[src/rtl/tdm_chid_pkg.sv]
package tdm_chid_pkg;
  typedef enum logic {MODE_E1 = 1'b0, MODE_T1 = 1'b1} tdm_mode_e;

  localparam int unsigned DEF_STM_N    = 4;
  localparam int unsigned DEF_E1_LINKS = 63;
  localparam int unsigned DEF_E1_SLOTS = 32;
  localparam int unsigned DEF_T1_LINKS = 84;
  localparam int unsigned DEF_T1_SLOTS = 24;
  localparam int unsigned DEF_CHID_W   = 13;

  // ID_STYLE values
  localparam int unsigned ID_ACCUM = 0;
  localparam int unsigned ID_CALC  = 1;
endpackage

[src/rtl/tdm_wrap_cnt.sv]
module tdm_wrap_cnt #(
  parameter int unsigned W = 4
) (
  input  logic         clk_i,
  input  logic         rst_ni,
  input  logic         clr_i,
  input  logic         step_i,
  input  logic [W-1:0] last_i,
  output logic [W-1:0] cnt_o,
  output logic         last_o
);
  logic [W-1:0] cnt_q;

  assign last_o = (cnt_q == last_i);
  assign cnt_o  = cnt_q;

  always_ff @(posedge clk_i or negedge rst_ni) begin
    if (!rst_ni)     cnt_q <= '0;
    else if (clr_i)  cnt_q <= '0;
    else if (step_i) cnt_q <= last_o ? '0 : cnt_q + W'(1);
  end
endmodule

[src/rtl/tdm_chid_acc.sv]
module tdm_chid_acc #(
  parameter int unsigned W = 13
) (
  input  logic         clk_i,
  input  logic         rst_ni,
  input  logic         clr_i,
  input  logic         step_i,
  input  logic         wrap_i,
  output logic [W-1:0] id_o
);
  logic [W-1:0] id_q;

  // Positions are visited in ID order, so the ID is a wrapping running count.
  always_ff @(posedge clk_i or negedge rst_ni) begin
    if (!rst_ni)     id_q <= '0;
    else if (clr_i)  id_q <= '0;
    else if (step_i) id_q <= wrap_i ? '0 : id_q + W'(1);
  end

  assign id_o = id_q;
endmodule

[src/rtl/tdm_chid_calc.sv]
module tdm_chid_calc #(
  parameter int unsigned STM_N    = 4,
  parameter int unsigned E1_LINKS = 63,
  parameter int unsigned T1_LINKS = 84,
  parameter int unsigned STM_W    = 2,
  parameter int unsigned LINK_W   = 7,
  parameter int unsigned SLOT_W   = 5,
  parameter int unsigned CHID_W   = 13
) (
  input  logic              t1_i,
  input  logic [STM_W-1:0]  stm_i,
  input  logic [LINK_W-1:0] link_i,
  input  logic [SLOT_W-1:0] ts_i,
  output logic [CHID_W-1:0] id_o
);
  logic [CHID_W-1:0] ts_w, row_e1, row_t1, row;

  // Constant-coefficient products only; both reduce to shift-add.
  always_comb begin
    ts_w   = CHID_W'(ts_i);
    row_e1 = ts_w * CHID_W'(E1_LINKS);
    row_t1 = ts_w * CHID_W'(T1_LINKS);
    row    = (t1_i ? row_t1 : row_e1) + CHID_W'(link_i);
    id_o   = row * CHID_W'(STM_N) + CHID_W'(stm_i);
  end
endmodule

[src/rtl/tdm_chid_seq.sv]
module tdm_chid_seq
  import tdm_chid_pkg::*;
#(
  parameter int unsigned STM_N    = DEF_STM_N,
  parameter int unsigned E1_LINKS = DEF_E1_LINKS,
  parameter int unsigned E1_SLOTS = DEF_E1_SLOTS,
  parameter int unsigned T1_LINKS = DEF_T1_LINKS,
  parameter int unsigned T1_SLOTS = DEF_T1_SLOTS,
  parameter int unsigned CHID_W   = DEF_CHID_W,
  parameter int unsigned ID_STYLE = ID_ACCUM,
  localparam int unsigned MAX_LINKS = (E1_LINKS > T1_LINKS) ? E1_LINKS : T1_LINKS,
  localparam int unsigned MAX_SLOTS = (E1_SLOTS > T1_SLOTS) ? E1_SLOTS : T1_SLOTS,
  localparam int unsigned STM_W  = (STM_N > 1) ? $clog2(STM_N) : 1,
  localparam int unsigned LINK_W = (MAX_LINKS > 1) ? $clog2(MAX_LINKS) : 1,
  localparam int unsigned SLOT_W = (MAX_SLOTS > 1) ? $clog2(MAX_SLOTS) : 1
) (
  input  logic              clk_i,
  input  logic              rst_ni,
  input  logic              frame_start_i,
  input  logic              en_i,
  input  logic              t1_mode_i,
  output logic              valid_o,
  output logic [CHID_W-1:0] chid_o,
  output logic [STM_W-1:0]  stm_o,
  output logic [LINK_W-1:0] link_o,
  output logic [SLOT_W-1:0] ts_o
);
  localparam logic [STM_W-1:0]  STM_LAST     = STM_W'(STM_N - 1);
  localparam logic [LINK_W-1:0] E1_LINK_LAST = LINK_W'(E1_LINKS - 1);
  localparam logic [LINK_W-1:0] T1_LINK_LAST = LINK_W'(T1_LINKS - 1);
  localparam logic [SLOT_W-1:0] E1_SLOT_LAST = SLOT_W'(E1_SLOTS - 1);
  localparam logic [SLOT_W-1:0] T1_SLOT_LAST = SLOT_W'(T1_SLOTS - 1);

  tdm_mode_e mode_q;
  logic      armed_q;
  logic      step;

  always_ff @(posedge clk_i or negedge rst_ni) begin
    if (!rst_ni) begin
      mode_q  <= MODE_E1;
      armed_q <= 1'b0;
    end else if (frame_start_i) begin
      mode_q  <= tdm_mode_e'(t1_mode_i);
      armed_q <= 1'b1;
    end
  end

  // The frame-start cycle only realigns; it never consumes a byte.
  assign step = en_i & armed_q & ~frame_start_i;

  logic [LINK_W-1:0] link_last_val;
  logic [SLOT_W-1:0] slot_last_val;
  assign link_last_val = (mode_q == MODE_T1) ? T1_LINK_LAST : E1_LINK_LAST;
  assign slot_last_val = (mode_q == MODE_T1) ? T1_SLOT_LAST : E1_SLOT_LAST;

  logic [STM_W-1:0]  stm_c;
  logic [LINK_W-1:0] link_c;
  logic [SLOT_W-1:0] ts_c;
  logic stm_last, link_last, ts_last, wrap_all;

  tdm_wrap_cnt #(.W(STM_W)) u_stm_cnt (
    .clk_i, .rst_ni, .clr_i(frame_start_i), .step_i(step),
    .last_i(STM_LAST), .cnt_o(stm_c), .last_o(stm_last)
  );

  tdm_wrap_cnt #(.W(LINK_W)) u_link_cnt (
    .clk_i, .rst_ni, .clr_i(frame_start_i), .step_i(step & stm_last),
    .last_i(link_last_val), .cnt_o(link_c), .last_o(link_last)
  );

  tdm_wrap_cnt #(.W(SLOT_W)) u_slot_cnt (
    .clk_i, .rst_ni, .clr_i(frame_start_i), .step_i(step & stm_last & link_last),
    .last_i(slot_last_val), .cnt_o(ts_c), .last_o(ts_last)
  );

  assign wrap_all = stm_last & link_last & ts_last;

  logic [CHID_W-1:0] id_cur;

  generate
    if (ID_STYLE == ID_ACCUM) begin : g_id_accum
      tdm_chid_acc #(.W(CHID_W)) u_acc (
        .clk_i, .rst_ni, .clr_i(frame_start_i), .step_i(step),
        .wrap_i(wrap_all), .id_o(id_cur)
      );
    end else begin : g_id_calc
      tdm_chid_calc #(
        .STM_N(STM_N), .E1_LINKS(E1_LINKS), .T1_LINKS(T1_LINKS),
        .STM_W(STM_W), .LINK_W(LINK_W), .SLOT_W(SLOT_W), .CHID_W(CHID_W)
      ) u_calc (
        .t1_i(mode_q == MODE_T1), .stm_i(stm_c), .link_i(link_c),
        .ts_i(ts_c), .id_o(id_cur)
      );
    end
  endgenerate

  always_ff @(posedge clk_i or negedge rst_ni) begin
    if (!rst_ni) begin
      valid_o <= 1'b0;
      chid_o  <= '0;
      stm_o   <= '0;
      link_o  <= '0;
      ts_o    <= '0;
    end else begin
      valid_o <= step;
      if (step) begin
        chid_o <= id_cur;
        stm_o  <= stm_c;
        link_o <= link_c;
        ts_o   <= ts_c;
      end
    end
  end
endmodule

[config.mk]
export PLATFORM = sky130hd
export DESIGN_NAME = tdm_chid_seq
export DESIGN_NICKNAME = d
export VERILOG_FILES = /design/src/rtl/tdm_chid_pkg.sv /design/src/rtl/tdm_wrap_cnt.sv /design/src/rtl/tdm_chid_acc.sv /design/src/rtl/tdm_chid_calc.sv /design/src/rtl/tdm_chid_seq.sv
export SDC_FILE = /design/constraint.sdc
export NUM_CORES = 1
export LEC_CHECK = 0
export ABC_AREA = 1
export CORE_MARGIN = 4
export CORE_UTILIZATION = 45
export CTS_CLUSTER_DIAMETER = 80
export DETAILED_ROUTE_END_ITERATION = 7
export GPL_ROUTABILITY_DRIVEN = 0
export PLACE_DENSITY = 0.76
export SLEW_MARGIN = 5
export SYNTH_ARGS = -nofsm -noshare
export SYNTH_HDL_FRONTEND = slang
export SYNTH_SLANG_ARGS = --single-unit
[constraint.sdc]
create_clock -name clk_i -period 1.8 [get_ports clk_i]
set_clock_uncertainty 0.1 [all_clocks]
set_input_delay 0.54 -clock clk_i [delete_from_list [all_inputs] [get_ports clk_i]]
set_output_delay 0.54 -clock clk_i [all_outputs]
set_load 0.01 [all_outputs]
# Word level (Yosys, flattened, before mapping)
# Index checks and enable logic that the tools add are counted.
# totals
register_bits	57
latch_bits	0
ramBits	0
rom_bits	0
output_inout_bits	28
wordCells	42
mem_count	0
# op_classes
add_sub_neg	4
multipliers	0
div	0
order_cmp	0
eq_ne	3
n_shift	0
n_mux	14
n_bitwise	7
n_reduce_logical	3
# ops
op	n
$mux W13	3
$mux W7	4
$mux W5	3
$add A13 B1 Y13 const B	1
$add A7 B1 Y7 const B	1
$eq A7 B7 Y1	1
$and A1 B1 Y1	6
$mux W2	3
$reduce_bool A2 Y1	3
$add A5 B1 Y5 const B	1
$eq A5 B5 Y1	1
$mux W4	1
$add A2 B1 Y2 const B	1
$eq A2 B2 Y1 const B	1
$not A1 Y1	1

# Longest topological paths before layout
# Gate-level depths: netlist (run 1).
# depth
word_depth	7
mapped_depth	9
depth_no_buf	9

# Modules after synthesis
# From an unflattened synthesis (run 1), not the netlist that was laid out.
# hier_totals
hier_cells	396
hier_area_um2	3121.7
# modules_own_cells
module	instances	cells_per_inst	area_per_inst_um2	seq_area_each_um2
tdm_chid_seq	1	136	1305.0	750.7
tdm_chid_acc	1	105	779.5	325.3
tdm_wrap_cnt at u_link_cnt	1	78	534.3	175.2
tdm_wrap_cnt at u_slot_cnt	1	52	352.8	125.1
tdm_wrap_cnt at u_stm_cnt	1	25	150.1	50.0

# Worst setup path after synthesis (run 1)
# No wires, ideal clock.
# synth_timing
path_type	input to register
start	input port en_i
end	register u_link_cnt.cnt_q[2], in the netlist u_link_cnt.cnt_o[2]
setup_ns	0.118
t_arrival_ns	1.230
slack_ns	0.352
stages	7
n_path_buf	0
path_cell_list	nand2_1 -> nor2_4 -> nand2_2 -> inv_2 -> nand3_4 -> nand2_2 -> nor2_1
# synth_via
elab_chain_cells	4
# synth_rtl
element	line	source
start, declared	tdm_chid_seq.sv:20	input logic en_i,
$and A1 B1 Y1 (2 in a row)	tdm_chid_seq.sv:49	assign step = en_i & armed_q & ~frame_start_i;
$and A1 B1 Y1	tdm_chid_seq.sv:67	.clk_i, .rst_ni, .clr_i(frame_start_i), .step_i(step & stm_last),
$reduce_bool A2 Y1 (no line)	--	
end signal, assigned	tdm_wrap_cnt.sv:20	else if (step_i) cnt_q <= last_o ? '0 : cnt_q + W'(1);
end, declared	tdm_wrap_cnt.sv:12	logic [W-1:0] cnt_q;
# Every way passes these cells.
# A chain may end at the register's enable or synchronous reset.

# Worst setup path after layout (run 1)
# layout_timing
start	register u_slot_cnt.cnt_q[1], in the netlist u_slot_cnt.cnt_o[1]
end	register g_id_accum.u_acc.id_q[8], in the netlist g_id_accum.u_acc.id_o[8]
# layout_via
elab_chain_cells	5
# layout_rtl
element	line	source
start, declared	tdm_wrap_cnt.sv:12	
start signal, assigned	tdm_wrap_cnt.sv:20	
$eq A5 B5 Y1	tdm_wrap_cnt.sv:14	assign last_o = (cnt_q == last_i);
$and A1 B1 Y1	tdm_chid_seq.sv:76	assign wrap_all = stm_last & link_last & ts_last;
$mux W13 (2 in a row)	tdm_chid_acc.sv:17	else if (step_i) id_q <= wrap_i ? '0 : id_q + W'(1);
$mux W13	tdm_chid_acc.sv:16	else if (clr_i) id_q <= '0;
end signal, assigned	tdm_chid_acc.sv:17	
end, declared	tdm_chid_acc.sv:11	logic [W-1:0] id_q;
# Every way passes these cells. The select of a mux whose other input is x is not followed.

==> results.ini, run 1 <==
[placed_design]
numPortBuffers=32
placedCellCount=450
dp_hpwl_um=3880
dpl_cell_area_mm2=0.00321

[synth]
yosysTopAreaCell=dfrtp_1
netlist_top_cells_count=nand2_1 (123), dfrtp_1 (57), inv_1 (31), nor2_1 (30), nand3_1 (28)
synthCells=340
avgSynthCellArea_um2=8.07
ys.flop_type=dfrtp_1
synth_most_common_cell=nand2_1
synth_seq_cells=57
syn_area_mm2=0.00274
synth_top_area_share_pct=52.0
async_flop_share_pct=100
synth_nets=349
yosys_warnings=0
ys_types=24
netlist_top_cells_area=dfrtp_1 (52%), nand2_1 (17%), nand3_1 (5.1%), inv_1 (4.2%), nor2_1 (4.1%)
synth_edf_count=0
ys_seq_area_share_pct=52.0

[worst_setup_path]
r2r-start=u_slot_cnt.cnt_o[1]$_DFFE_PN0P_
endpoint_kind=register
critical_path_class=reg2reg
cp_slowest_stage_delay_ns=0.39
path_cells=ha_1 -> nand2_1 -> nor2_1 -> nand2_1 -> nor2_2 -> nand3_4 -> nand3_1 -> nand2_1
startpoint=u_slot_cnt.cnt_o[1]$_DFFE_PN0P_
crit_required_ns=1.92
start_kind=register
critPathMaxFanout=7
r2r_slack_ns=0.13
cp.arrival_ns=1.80
cp_common_cell=nand2_1
cpMaxStageDelayCell=dfrtp_1

[layout]
drive_gt1_share_pct=11.5
fill_cells=558
synthToLayoutAreaGrowth_pct=23.8
multiInputGateArea_mm2=0.00116
num_antenna_cells=0
final_area_mm2=0.00340
seqCellArea_mm2=0.00143
nets=396
post-route-util_pct=57.4
stdcell_count=467

[cts]
numCtsBuffers=9
clock_sinks=57
cts_tree=yes
clk_pin_slew_ns=0.07
clock-root-buffer=clkbuf_8
clockBufferDepth=2
h-tree-depth=3
clock_latency_ns=0.34
postCtsHoldBufs=0

[power_and_ir_drop]
power.total_mw=2.70
p_per_area_mw_per_mm2=794
irDropWorstVdd_v=0.000445
leakage_nw=1.83

[flow_run]
maxCapViolations=0

[run_status]
outcome=completed

[timing]
hold_viol_final=0
period_minus_slack_ns=1.67
period_share_pct=92.9
setup_viol=0
max_freq_mhz=598
worstMarginPinSlew_ns=0.305
slew_headroom_pct=79.6
maxSlewViolCount=0

[routing]
first_iter_violations=123
drc=0
wl_per_cell_um=12.4
avgViaCountPerCell=5.00
wl_um=5790
ant_nets=0
firstDrtPassIters=4
via_count=2337

[global_routing]
grt_max_degree=58
antenna_found_initial=0
grt_pass1_wl_um=9890
grt_usage_pct=17.0
globalRoute.totalOverflow=0
first_global_vias=2212

[floorplanning]
die_h_um=86.1
boundaryPins=33
core.rowCount=28
initial_utilization_pct=46.3
die_x_um=86.1
core_area_mm2=0.00592
dieArea_mm2=0.00741

[min_path]
hp-class=in2async

[sequential cells by signal (all words and copies together) (netlist names)]
register and cells:
u_stm_cnt.cnt_o 2, chid_o 13, u_slot_cnt.cnt_o 5, valid_o 1
u_link_cnt.cnt_o 7, link_o 7, stm_o 2, mode_q 1
armed_q 1, g_id_accum.u_acc.id_o 13, ts_o 5
[logic make-up (layout without fill, tap and decap cells)]
family                     Yosys count  in the layout  share of synthesized area [%]
and+or+nand+nor                    199            200                           31.2
DFF                                 57             57                           52.0
buffers and inverters               44             95                           6.57
AOI/OAI and AO/OA                   24             24                           4.56
xor gates and xnor gates            12             12                           3.83
adders and majority gates            4              4                           1.82
[through the flow]
stage / setup WS (ns) / TNS, ns / hold WS [ns]
3_3_place_gp: -0.156 / -3.12 / 0.354
3_5_place_dp: -0.173 / -4.31 / 0.359
5_1_grt: -0.00107 / -0.00107 / 0.111
2_1_floorplan: 0.352 / 0 / 0.144
6_report: 0.128 / 0 / 0.0819
4_1_cts: 0.0665 / 0 / 0.0922
[critical path, delay by kind of cell, from the launching register on]
family                     cells  cell delay [ns]
adders and majority gates      1             0.18
and+or+nand+nor                7             0.88
DFF                            1             0.39
[worst paths after layout]
check | cells past startpoint | end
max reg2reg | 8 | g_id_accum.u_acc.id_o[8]$_DFFE_PN0P_
min in group clk_i | 2 | chid_o[2]$_DFFE_PN0N_
min reg2reg | 2 | chid_o[2]$_DFFE_PN0N_
max in group asynchronous | 2 | g_id_accum.u_acc.id_o[12]$_DFFE_PN0P_
max | 8 | g_id_accum.u_acc.id_o[8]$_DFFE_PN0P_
min | 2 | ts_o[3]$_DFFE_PN0N_
[metal layers]
metal  track usage, %  up-vias  part of all wire [%]
li1                 -     1159                     -
met1             23.1     1095                    47
met2             25.6       73                    46
met3             4.13       10                   4.9
met4             7.77        0                   2.0
met5                0        -                     0
[where the power goes]
group / internal, mW / total [mW] / switching [mW]
logic: 0.0763 / 0.193 / 0.117
clock network: 0.635 / 1.16 / 0.528
registers: 1.32 / 1.34 / 0.0260
[cells in the final DEF (no fill, tap or decap), types with 4 or more instances in the layout]
| master | n |
|---|---|
| buf_4 | 12 |
| clkbuf_8 | 9 |
| dfrtp_1 | 57 |
| dlygate4sd2_1 | 28 |
| ha_1 | 4 |
| inv_1 | 31 |
| nand2_1 | 123 |
| nand2_2 | 5 |
| nand3_1 | 28 |
| nand4_1 | 4 |
| nor2_1 | 29 |
| o21ai_0 | 21 |
| xor2_1 | 12 |
[final cells by class]
type | count | area share (%)
sequential | 57 | 42.0
multi-input combinational | 240 | 34.3
timing repair buffer | 45 | 11.5
inverter | 34 | 3.76
clock buffer | 9 | 3.65
tap | 75 | 2.76
clock inverter | 7 | 2.10
[repair_timing]
item                       in CTS  in global routing
setup endpoints to repair      28                 13
cloned                          0                  1
setup buffers                   0                  0
gates resized for setup        28                  3
pin swaps                       0                  1
Note: power is estimated with default switching activity, not from simulation.
==> run 2, diff against run 1 <==
--- a/config.mk
+++ b/config.mk
@@ -8,9 +8,9 @@
 export ABC_AREA = 1
 export CORE_MARGIN = 4
-export CORE_UTILIZATION = 45
+export CORE_UTILIZATION = 40
 export CTS_CLUSTER_DIAMETER = 80
 export DETAILED_ROUTE_END_ITERATION = 7
 export GPL_ROUTABILITY_DRIVEN = 0
-export PLACE_DENSITY = 0.76
+export PLACE_DENSITY = 0.69
 export SLEW_MARGIN = 5
 export SYNTH_ARGS = -nofsm -noshare
--- a/constraint.sdc
+++ b/constraint.sdc
@@ -3,3 +3,3 @@
 set_input_delay 0.54 -clock clk_i [delete_from_list [all_inputs] [get_ports clk_i]]
 set_output_delay 0.54 -clock clk_i [all_outputs]
-set_load 0.01 [all_outputs]
+set_load 0.02 [all_outputs]
==> results.ini, run 2 (synthesized netlist as in run 1, its figures left out) <==
[run_status]
outcome=completed  ; unchanged

[timing]
rsz0062_at_grt=false
worstMarginPinSlew_ns=0.302  ; was 0.305 ns
max_freq_mhz=597  ; was 598 MHz
period_minus_slack_ns=1.67  ; about the same
hold_viol_final=0  ; unchanged
slew_headroom_pct=79.9  ; was 79.6%
setup_viol=0  ; unchanged
maxSlewViolCount=0  ; unchanged
period_share_pct=93.0  ; was 92.9%

[layout]
synthToLayoutAreaGrowth_pct=23.2  ; was 23.8%
drive_gt1_share_pct=10.3  ; was 11.5%
final_area_mm2=0.00338  ; was 0.00340 mm2
final_cell_mix=nand2_1 (123), dfrtp_1 (57), inv_1 (31)  ; unchanged
seqCellArea_mm2=0.00143  ; unchanged
stdcell_count=467  ; unchanged
num_antenna_cells=0  ; unchanged
nets=394  ; was 396
multiInputGateArea_mm2=0.00115  ; was 0.00116 mm2
fill_cells=616  ; was 558
layout_commonest_cell=nand2_1  ; unchanged

[placed_design]
numPortBuffers=32  ; unchanged
dpl_cell_area_mm2=0.00323  ; was 0.00321 mm2
dp_hpwl_um=3830  ; was 3880 um
placedCellCount=451  ; was 450

[floorplanning]
die_x_um=90.8  ; was 86.1 um
core_area_mm2=0.00649  ; was 0.00592 mm2
core.rowCount=29  ; was 28
die_h_um=90.8  ; was 86.1 um
initial_utilization_pct=42.2  ; was 46.3%
boundaryPins=33  ; unchanged
dieArea_mm2=0.00825  ; was 0.00741 mm2

[global_routing]
first_global_vias=2148  ; was 2212
grt_usage_pct=15.2  ; was 17.0%
grt_pass1_wl_um=10100  ; was 9890 um
grt_max_degree=58  ; unchanged
globalRoute.totalOverflow=0  ; unchanged
antenna_found_initial=0  ; unchanged

[power_and_ir_drop]
p_clk_share_pct=40.5  ; was 43.1%
p_int_mw=1.97  ; was 2.03 mW
power_frac_seq_pct=51.4  ; was 49.7%
p_per_area_mw_per_mm2=772  ; was 794 mW/mm2
power_frac_comb_pct=8.1  ; was 7.2%
irDropWorstVdd_v=0.000496  ; was 0.000445 V
swShare_pct=24.6  ; was 24.9%
switchingPower_mw=0.641  ; was 0.671 mW
leakage_nw=1.83  ; about the same

[worst_setup_path]
endpoint_kind=output port  ; was register
start_kind=register  ; unchanged
cp.arrival_ns=1.03  ; was 1.80 ns
critical-path-top-delay-family=flip-flops  ; was simple AND/OR/NAND/NOR gates
cpMaxStageDelayCell=dfrtp_1  ; unchanged
path_cells=dlygate4sd2_1  ; was ha_1 -> nand2_1 -> nor2_1 -> nand2_1 -> nor2_2 -> nand3_4 -> nand3_1 -> nand2_1
critical_path_class=reg2out  ; was reg2reg
cp_slowest_stage_delay_ns=0.38  ; was 0.39 ns
path_buf_inv=1  ; was 0
crit_required_ns=1.16  ; was 1.92 ns
critPathMaxFanout=2  ; was 7

[routing]
wl_um=5530  ; was 5790 um
first_iter_violations=132  ; was 123
wl_per_cell_um=11.8  ; was 12.4 um
drc=0  ; unchanged
via_count=2227  ; was 2337
ant_nets=0  ; unchanged
avgViaCountPerCell=4.77  ; was 5.00
firstDrtPassIters=4  ; unchanged

[cts]
h-tree-depth=3  ; unchanged
cts_tree=yes  ; unchanged
numCtsBuffers=9  ; unchanged
clock_sinks=57  ; unchanged
clock_latency_ns=0.33  ; was 0.34 ns
clockBufferDepth=2  ; unchanged
clock-root-buffer=clkbuf_8  ; unchanged
clk_pin_slew_ns=0.06  ; was 0.07 ns

[flow_run]
maxCapViolations=0  ; unchanged

[min_path]
hp-class=in2async  ; unchanged

-- run 2: cell types whose count changed in the layout (fill, tap and decap cells not counted), moves of 2 or more --
cell        previous run  this run
buf_12                 1         3
buf_4                 12         9
clkbuf_1               0         3
clkbuf_8               9        11
clkinvlp_4             3         1
-- run 2: final timing paths --
| kind | from | end | slack [ns] | cells after the start |
|---|---|---|---|---|
| hold reg to reg | link_o[2]$_DFFE_PN0N_ | link_o[2]$_DFFE_PN0N_ | 0.36 | 2 |
| hold / removal | rst_ni | u_slot_cnt.cnt_o[0]$_DFFE_PN0P_ | 0.10 | 2 |
| max in group asynchronous | rst_ni | valid_o$_DFF_PN0_ | 1.24 | 2 |
| setup / recovery | chid_o[11]$_DFFE_PN0N_ | chid_o[11] | 0.13 | 1 |
| min in group clk_i | link_o[2]$_DFFE_PN0N_ | link_o[2]$_DFFE_PN0N_ | 0.36 | 2 |
| setup reg to reg | u_slot_cnt.cnt_o[0]$_DFFE_PN0P_ | g_id_accum.u_acc.id_o[10]$_DFFE_PN0P_ | 0.26 | 8 |
-- run 2: repair_timing --
action / 4_1_cts / 5_1_grt
pin swaps: 0 / 1
gates cloned: 0 / 0
hold buffers: 0 / 0
buffers inserted: 0 / 0
endpoints found under the setup margin: 28 / 13
gates resized for setup: 28 / 2
-- run 2: routing by layer --
metal  GRT usage [%]  up-vias  wire length [um]
met2            22.7       48              2450
met1            21.0     1025              2770
met4            5.65        0                76
li1                -     1149                 -
met5               0        -                 0
met3            4.42        5               237
-- run 2: through the flow --
step	utilization [%]	TNS, ns	setup slack, ns	hold slack [ns]	power [mW]
floorplan	-	0	0.352	0.144	1.47
global placement	49.7	-2.56	-0.128	0.352	1.59
detailed placement	49.7	-3.66	-0.146	0.355	1.60
CTS	51.9	0	0.103	0.100	2.65
global route	52.1	0	0.0480	0.117	2.75
finish	52.1	0	0.126	0.103	2.61
-- run 2: final cells by class --
| type | count | area share (%) |
|---|---|---|
| sequential | 57 | 42.2 |
| multi-input combinational | 239 | 33.9 |
| timing repair buffer | 44 | 12.1 |
| clock buffer | 14 | 4.81 |
| inverter | 34 | 3.77 |
| tap | 77 | 2.85 |
| clock inverter | 2 | 0.370 |
-- run 2: power by group through the flow --
stage | Combinational [mW] | Clock, mW | Sequential (mW)
after global routing | 0.242 | 1.16 | 1.35
final | 0.212 | 1.06 | 1.34
after floorplan | 0.0803 | 0 | 1.39
after global placement | 0.228 | 0 | 1.37
after CTS | 0.217 | 1.09 | 1.34
after detailed placement | 0.231 | 0 | 1.37
